## config.mk

```make
export PLATFORM = sky130hd
export DESIGN_NAME = twin_clock_counter
export DESIGN_NICKNAME = d
export VERILOG_FILES = /design/src/rtl/tcc_pkg.sv /design/src/rtl/tcc_sync.sv /design/src/rtl/tcc_edge.sv /design/src/rtl/tcc_steer.sv /design/src/rtl/tcc_core.sv /design/src/rtl/twin_clock_counter.sv
export SDC_FILE = /design/constraint.sdc
export NUM_CORES = 1
export LEC_CHECK = 0
export ABC_AREA = 1
export BUFFER_PORTS_ARGS = -buffer_cell sky130_fd_sc_hd__buf_2
export CORE_MARGIN = 2
export CORE_UTILIZATION = 44
export DETAILED_ROUTE_END_ITERATION = 8
export PLACE_DENSITY = 0.7
export SYNTH_ARGS = -nofsm -noshare
export SYNTH_HDL_FRONTEND = slang
export SYNTH_SLANG_ARGS = --single-unit
```

## constraint.sdc

```tcl
create_clock -name clk -period 1.6 [get_ports clk]
set_clock_uncertainty 0.2 [all_clocks]
set_input_delay 0.16 -clock clk [delete_from_list [all_inputs] [get_ports clk]]
set_output_delay 0.16 -clock clk [all_outputs]
set_load 0.03 [all_outputs]
```

## src/rtl/tcc_pkg.sv

```systemverilog
package tcc_pkg;

  // Decision taken each system clock about the count register.
  typedef enum logic [1:0] {
    STEP_HOLD = 2'd0,
    STEP_INC  = 2'd1,
    STEP_DEC  = 2'd2
  } step_e;

endpackage

```

## src/rtl/tcc_sync.sv

```systemverilog
// Multi-flop synchronizer for one strobe; resets to the idle (high) level.
module tcc_sync #(
  parameter int   STAGES = 2,
  parameter logic IDLE   = 1'b1
) (
  input  logic clk,
  input  logic rst,
  input  logic d,
  output logic q
);

  logic [STAGES-1:0] chain;

  generate
    if (STAGES == 1) begin : g_single
      always_ff @(posedge clk) begin
        if (rst) chain <= IDLE;
        else     chain <= d;
      end
    end else begin : g_multi
      always_ff @(posedge clk) begin
        if (rst) chain <= {STAGES{IDLE}};
        else     chain <= {chain[STAGES-2:0], d};
      end
    end
  endgenerate

  assign q = chain[STAGES-1];

endmodule

```

## src/rtl/tcc_edge.sv

```systemverilog
// Rising-edge finder on an already synchronized level.
module tcc_edge #(
  parameter logic IDLE = 1'b1
) (
  input  logic clk,
  input  logic rst,
  input  logic lvl,
  output logic rise
);

  logic prev;

  always_ff @(posedge clk) begin
    if (rst) prev <= IDLE;
    else     prev <= lvl;
  end

  assign rise = lvl & ~prev;

endmodule

```

## src/rtl/tcc_steer.sv

```systemverilog
// Chooses increment, decrement or hold from the two strobe levels and edges.
module tcc_steer
  import tcc_pkg::*;
(
  input  logic  up_lvl,
  input  logic  dn_lvl,
  input  logic  up_rise,
  input  logic  dn_rise,
  output step_e step
);

  always_comb begin
    step = STEP_HOLD;
    // Only a lone edge with the opposite strobe parked high is a valid count.
    if (up_rise && !dn_rise && dn_lvl)      step = STEP_INC;
    else if (dn_rise && !up_rise && up_lvl) step = STEP_DEC;
  end

endmodule

```

## src/rtl/tcc_core.sv

```systemverilog
// Count register with clear, load, stepping and registered terminal outputs.
module tcc_core
  import tcc_pkg::*;
#(
  parameter int WIDTH = 4
) (
  input  logic             clk,
  input  logic             rst,
  input  logic             clear,
  input  logic             load_n,
  input  logic [WIDTH-1:0] din,
  input  step_e            step,
  input  logic             up_lvl,
  input  logic             dn_lvl,
  output logic [WIDTH-1:0] count,
  output logic             carry_n,
  output logic             borrow_n
);

  localparam logic [WIDTH-1:0] TOP  = {WIDTH{1'b1}};
  localparam logic [WIDTH-1:0] ZERO = '0;
  localparam logic [WIDTH-1:0] ONE  = WIDTH'(1);

  logic [WIDTH-1:0] cnt_q;
  logic [WIDTH-1:0] cnt_d;

  always_comb begin
    cnt_d = cnt_q;
    if (clear)        cnt_d = ZERO;
    else if (!load_n) cnt_d = din;
    else begin
      case (step)
        STEP_INC: cnt_d = cnt_q + ONE;
        STEP_DEC: cnt_d = cnt_q - ONE;
        default:  cnt_d = cnt_q;
      endcase
    end
  end

  always_ff @(posedge clk) begin
    if (rst) cnt_q <= ZERO;
    else     cnt_q <= cnt_d;
  end

  // Terminal outputs follow the strobe's low phase while the count sits at a limit.
  always_ff @(posedge clk) begin
    if (rst) begin
      carry_n  <= 1'b1;
      borrow_n <= 1'b1;
    end else begin
      carry_n  <= ~((cnt_q == TOP)  && !up_lvl);
      borrow_n <= ~((cnt_q == ZERO) && !dn_lvl);
    end
  end

  assign count = cnt_q;

endmodule

```

## src/rtl/twin_clock_counter.sv

```systemverilog
module twin_clock_counter
  import tcc_pkg::*;
#(
  parameter int WIDTH       = 4,
  parameter int SYNC_STAGES = 2
) (
  input  logic             clk,
  input  logic             rst,
  input  logic             cnt_up,
  input  logic             cnt_dn,
  input  logic             load_n,
  input  logic             clear,
  input  logic [WIDTH-1:0] din,
  output logic [WIDTH-1:0] count,
  output logic             carry_n,
  output logic             borrow_n
);

  logic  up_lvl, dn_lvl;
  logic  up_rise, dn_rise;
  step_e step;

  tcc_sync #(.STAGES(SYNC_STAGES), .IDLE(1'b1)) u_sync_up (
    .clk(clk), .rst(rst), .d(cnt_up), .q(up_lvl)
  );
  tcc_sync #(.STAGES(SYNC_STAGES), .IDLE(1'b1)) u_sync_dn (
    .clk(clk), .rst(rst), .d(cnt_dn), .q(dn_lvl)
  );

  tcc_edge #(.IDLE(1'b1)) u_edge_up (
    .clk(clk), .rst(rst), .lvl(up_lvl), .rise(up_rise)
  );
  tcc_edge #(.IDLE(1'b1)) u_edge_dn (
    .clk(clk), .rst(rst), .lvl(dn_lvl), .rise(dn_rise)
  );

  tcc_steer u_steer (
    .up_lvl(up_lvl), .dn_lvl(dn_lvl),
    .up_rise(up_rise), .dn_rise(dn_rise),
    .step(step)
  );

  tcc_core #(.WIDTH(WIDTH)) u_core (
    .clk(clk), .rst(rst), .clear(clear), .load_n(load_n), .din(din),
    .step(step), .up_lvl(up_lvl), .dn_lvl(dn_lvl),
    .count(count), .carry_n(carry_n), .borrow_n(borrow_n)
  );

endmodule

```

# Yosys cells after proc, flatten, opt, wreduce, memory -nomap -nowiden
# Cells that the tools add are included.
# op_classes
add_sub_neg	2
eq_ne	4
n_mux	4
n_bitwise	6
reduce_logical	12
# op_table
operator	n
one-hot mux 4 bit (2 select lines)	1
logical AND 1 bit	6
adder 4 x 1 -> 4 bit (second input constant)	1
equality test 4 bit (second input constant)	1
zero test 1 bit	4
zero test 4 bit	1
2-to-1 mux 2 bit	2
2-to-1 mux 4 bit	1
inverter 1 bit	4
subtractor 4 x 1 -> 4 bit (second input constant)	1
inequality test 3 x 1 -> 1 bit (second input constant)	1
bitwise AND 1 bit	2
equality test 2 x 1 -> 1 bit (second input constant)	1
equality test 2 bit (second input constant)	1
OR reduction 2 bit	1
# word_totals
regBits	12
in_bits	10
output_inout_bits	6
word_cells	35

# Logic depth before layout (Yosys ltp)
# logic_depth
word_depth	10
ltp_mapped	12
mapped_depth_nobuf	12

# Cells and area by module
# A second synthesis with hierarchy kept.
# hier_totals
hier_cells	91
hier_area_um2	640.6
# by_module_without_submodules
mod	n_inst	cells_per_inst	area_per_inst_um2	seq_area_each_um2
tcc_core	1	63	432.9	120.1
tcc_sync	2	7	58.8	40.0
tcc_edge	2	5	37.5	20.0
tcc_steer	1	4	15.0	0.0

# Least setup slack after synthesis
# Ideal clock, no wire load.
# synth_timing
path_type	register to register
start	reg u_core.cnt_q[0] (netlist: u_core.count[0])
end	reg u_core.cnt_q[1] (netlist: u_core.count[1])
setup_time_ns	0.070
arrival_ns	1.449
required_time_ns	1.330
setup_slack_ns	-0.119
path_stages_with_launch	6
n_path_buf	0
period_less_slack_ns	1.719
path_cell_list	dfxtp_1 -> inv_1 -> fa_1 -> o21ai_1 -> nand2_1 -> a21oi_1
# synth_between
elab_chain_len	3
elab_cells_between_ends	4
cone_classes	2 x add/sub; 2 x mux
# synth_rtl
element	line_no	rtl
from (decl)	tcc_core.sv:24	logic [WIDTH-1:0] cnt_q;
from (signal assigned)	tcc_core.sv:42	else cnt_q <= cnt_d;
subtractor 4 x 1 -> 4 bit / adder 4 x 1 -> 4 bit (equally long branches)	tcc_core.sv:34, tcc_core.sv:33	
one-hot mux 4 bit (2 select lines) *	tcc_core.sv:32	case (step)
2-to-1 mux 4 bit *	tcc_core.sv:30	else if (!load_n) cnt_d = din;
# Every way passes the cells marked *; elsewhere a longest branch is shown, timed or not.
# A chain may end at the register's enable or synchronous reset.

# Final worst setup path
# layout_timing
start	reg u_edge_dn.prev
end	reg u_core.cnt_q[3] (netlist: u_core.count[3])
# layout_between
elab_chain_len	9
elab_cells_between_ends	14
cone_classes	3 x eq/ne; 4 x mux; 2 x bitwise; 5 x reduce/logical
# layout_rtl
element	line_no	rtl
from (decl)	tcc_edge.sv:11	logic prev;
from (signal assigned)	tcc_edge.sv:15	else prev <= lvl;
inverter 1 bit *	tcc_edge.sv:18	assign rise = lvl & ~prev;
bitwise AND 1 bit *	tcc_edge.sv:18	
logical AND 1 bit / zero test 1 bit (equally long branches)	tcc_steer.sv:16, tcc_steer.sv:15	
logical AND 1 bit, on equally long branches	tcc_steer.sv:16, tcc_steer.sv:15	
2-to-1 mux 2 bit / logical AND 1 bit (equally long branches)	tcc_steer.sv:16, tcc_steer.sv:15	
2-to-1 mux 2 bit *	tcc_steer.sv:15	if (up_rise && !dn_rise && dn_lvl) step = STEP_INC;
equality test 2 bit / equality test 2 x 1 -> 1 bit (equally long branches)	tcc_core.sv:32	
one-hot mux 4 bit (2 select lines)	tcc_core.sv:32	
2-to-1 mux 4 bit	tcc_core.sv:30	
# Marks and branches as above.

==> metrics.yaml <==
run_status:
  status: "finished clean"
timing:
  slew-limit-headroom_pct: 84.5
  fmax_mhz: 628
  period_minus_slack_ns: 1.59
  period_share_pct: 99.5
  maxSlewViolCount: 0
  worstMarginPinSlew_ns: 0.232
  worst_slack_ns: 0.00842
  setup_viol: 0
  rsz0062_at_grt: "true"
  hold_viol_final: 0
synth:
  synth_nets: 87
  netlist.area_leader.share_pct: 40.3
  netlist_top_cells_count: "15 x nand2_1, 12 x dfxtp_1, 10 x nand3_1"
  synth_area_um2: 596
  muxShareOfSynthArea_pct: 0
  ys_top_cells_by_area: "dfxtp_1 40%, nand2_1 9.5%, nand3_1 8.4%"
  syn_inst: 74
  yosysWarnings: 0
  synth_compound_area_share_pct: 8.61
  ys_seq_area_share_pct: 40.3
  synth-adder-area-share_pct: 7.56
  syn_avg_cell_area_um2: 8.05
  synth_cell_types: 22
  ys_seq_elements: 12
  ys.flop_type: "dfxtp_1"
  yosys.area_share.xor_xnor_pct: 1.47
  yosysTopAreaCell: "dfxtp_1"
  yosysMostFrequentCell: "nand2_1"
  synth-edff-count: 0
  synthSimpleGateAreaFrac_pct: 35.1
  synthArstFlopShare_pct: 0
  synth_top_family_by_area: "simple AND/OR/NAND/NOR gates"
detailed_routing:
  met2WireLength_um: 629
  wire_per_inst_um: 10.2
  dr_wl_met3_um: 39
  drt-total-wl_um: 1210
  vias_per_cell: 4.61
  dr.first_iter.drc_count: 5
  top_layer_used: "met3"
  drtAntennaViolNets: 0
  drc: 0
  met1_length_um: 543
  dr.pass1.iters: 3
  vias: 548
power_and_ir_drop:
  power.total_mw: 0.668
  seq_power_share_pct: 47.6
  clkPwrFrac_pct: 35.6
  ir_drop_uv: 634
  leakagePower_nw: 0.413
  power_switching_mw: 0.166
  comb_power_share_pct: 16.7
  swShare_pct: 24.8
  internal-power_mw: 0.503
  powerDensity_nw_per_um2: 772
layout:
  final_nets: 118
  antenna_cells: 0
  drive_gt1_share_pct: 51.9
  area_delta_synth_final_pct: 45.4
  finalCoreUtilization_pct: 67.4
  final_cell_area_um2: 866
  instances_no_fill: 119
worst_setup_path:
  cp-end-kind: "flip-flop"
  path_common_cell: "nand3_2"
  crit_path_start_kind: "flip-flop"
  cp_cell_sequence: "nor2_4, nand2_4, inv_4, ha_1, nand3_2, inv_1, nor2_1, nand3_1, nand3_2, nand2_2, a21oi_2"
  critPathSlowestCell: "dfxtp_2"
  worstPathMaxFanout: 3
  crit_arrival_ns: 1.60
  critPathRequiredTime_ns: 1.61
  crit_type: "flip-flop to flip-flop"
  slowest_delay_ns: 0.34
floorplanning:
  fp.dieW_um: 40.8
  dieArea_um2: 1660
  start_util_pct: 46.3
  rows: 13
  ioPinCount: 16
  core-area_um2: 1280
  die_h_um: 40.8
global_route:
  grt_pass1_wl_um: 1990
  grt_pass1_vias: 500
  antenna_found_initial: 0
  grtUsageTotal_pct: 18.1
  grt_max_degree: 8
  overflow: 0
placed_design:
  io_buffers: 15
  gp_congestion: 0.782
  placedCellCount: 109
  placed_area_um2: 743
  dp_slack_ns: -0.0753
  dp_hpwl_um: 916
cts:
  cts.sinks: 12
  ctsRootBufferMaster: "clkbuf_4"
  cts_tree: "built"
  clk_pin_slew_worst_paths_ns: 0.08
  clk_latency_ns: 0.27
  htreeDepth: 1
  cts_buffers: 3
  cts_buffer_depth: 2
run:
  drv_cap: 0
min_path:
  hp-class: "input pin to flip-flop"
[critical path, delay by kind of cell (launching register included)]
kind,cells,cell delay [ns]
adder cells (fa/ha/maj),1,0.23
AO/OA/AOI/OAI,1,0.09
buffers and inverters,2,0.10
AND/OR/NAND/NOR,7,0.58
flip-flops,1,0.34
[layer usage]
metal,track usage (%),vias up
met2,31.6,9
met4,6.67,0
met3,4.35,0
met5,0,-
met1,20.9,242
li1,-,297
[what timing repair did]
action	4_1_cts	5_1_grt
pin swaps	5	3
hold buffers	4	0
endpoints found under the hold margin	7	0
gates cloned	0	0
endpoints found under the setup margin	3	3
gates resized for setup	5	5
buffers inserted	1	1
[layout make-up]
type	count	area [µm²]
inverters	11	43.8
flip-flops and latches	12	249
well taps	15	18.8
repair buffers	26	171
fillers	108	419
multi-input cells	51	347
clock buffers	4	36.3
[state kept, by name, summed over array words and instances (netlist names)]
name             flops
u_core.count         4
u_sync_dn.chain      2
u_sync_up.chain      2
u_core.borrow_n      1
u_core.carry_n       1
u_edge_dn.prev       1
u_edge_up.prev       1
[logic make-up after synthesis]
kind of cell / count (synthesis)
xor+xnor: 1
simple gates: 39
buf+inv: 11
compound gates: 8
flops: 12
fa+ha+maj: 3
[power groups by stage]
stage | Clock [mW] | Sequential [mW] | Combinational, mW
final | 0.238 | 0.318 | 0.112
after global routing | 0.261 | 0.320 | 0.123
after CTS | 0.243 | 0.318 | 0.106
after detailed placement | 0 | 0.325 | 0.0940
after global placement | 0 | 0.324 | 0.0923
after floorplan | 0 | 0.334 | 0.0482
[worst paths after layout]
kind                                          from                 end  slack, ns  depth (start not counted)
worst max-delay path                u_edge_dn.prev     u_core.count[3]      0.008                         11
worst min-delay path                        load_n     u_core.count[2]       0.02                          3
worst max register to register      u_edge_dn.prev     u_core.count[3]      0.008                         11
worst min register to register  u_sync_dn.chain[0]  u_sync_dn.chain[1]       0.21                          1
[cell usage in the layout, fill, tap and decap left out, drive strengths merged]
cell type and instances:
buf 22, nand2 17, dfxtp 12, nand3 11
inv 11, or2 7, dlygate4sd3 4, clkbuf 4
o21ai 3, a21oi 3, nor2 3, ha 2
xnor2 1, o21bai 1, a31oi 1, nor3 1
fa 1
[stage by stage]
stage | hold WS [ns] | TNS, ns
CTS | 0.0228 | -0.00227
detailed placement | 0.145 | -0.0792
finish | 0.0249 | 0
global route | 0.0321 | -0.178
global placement | 0.143 | -0.0434
floorplan | 0.0638 | 0
Power figures use the tool's default switching activity.
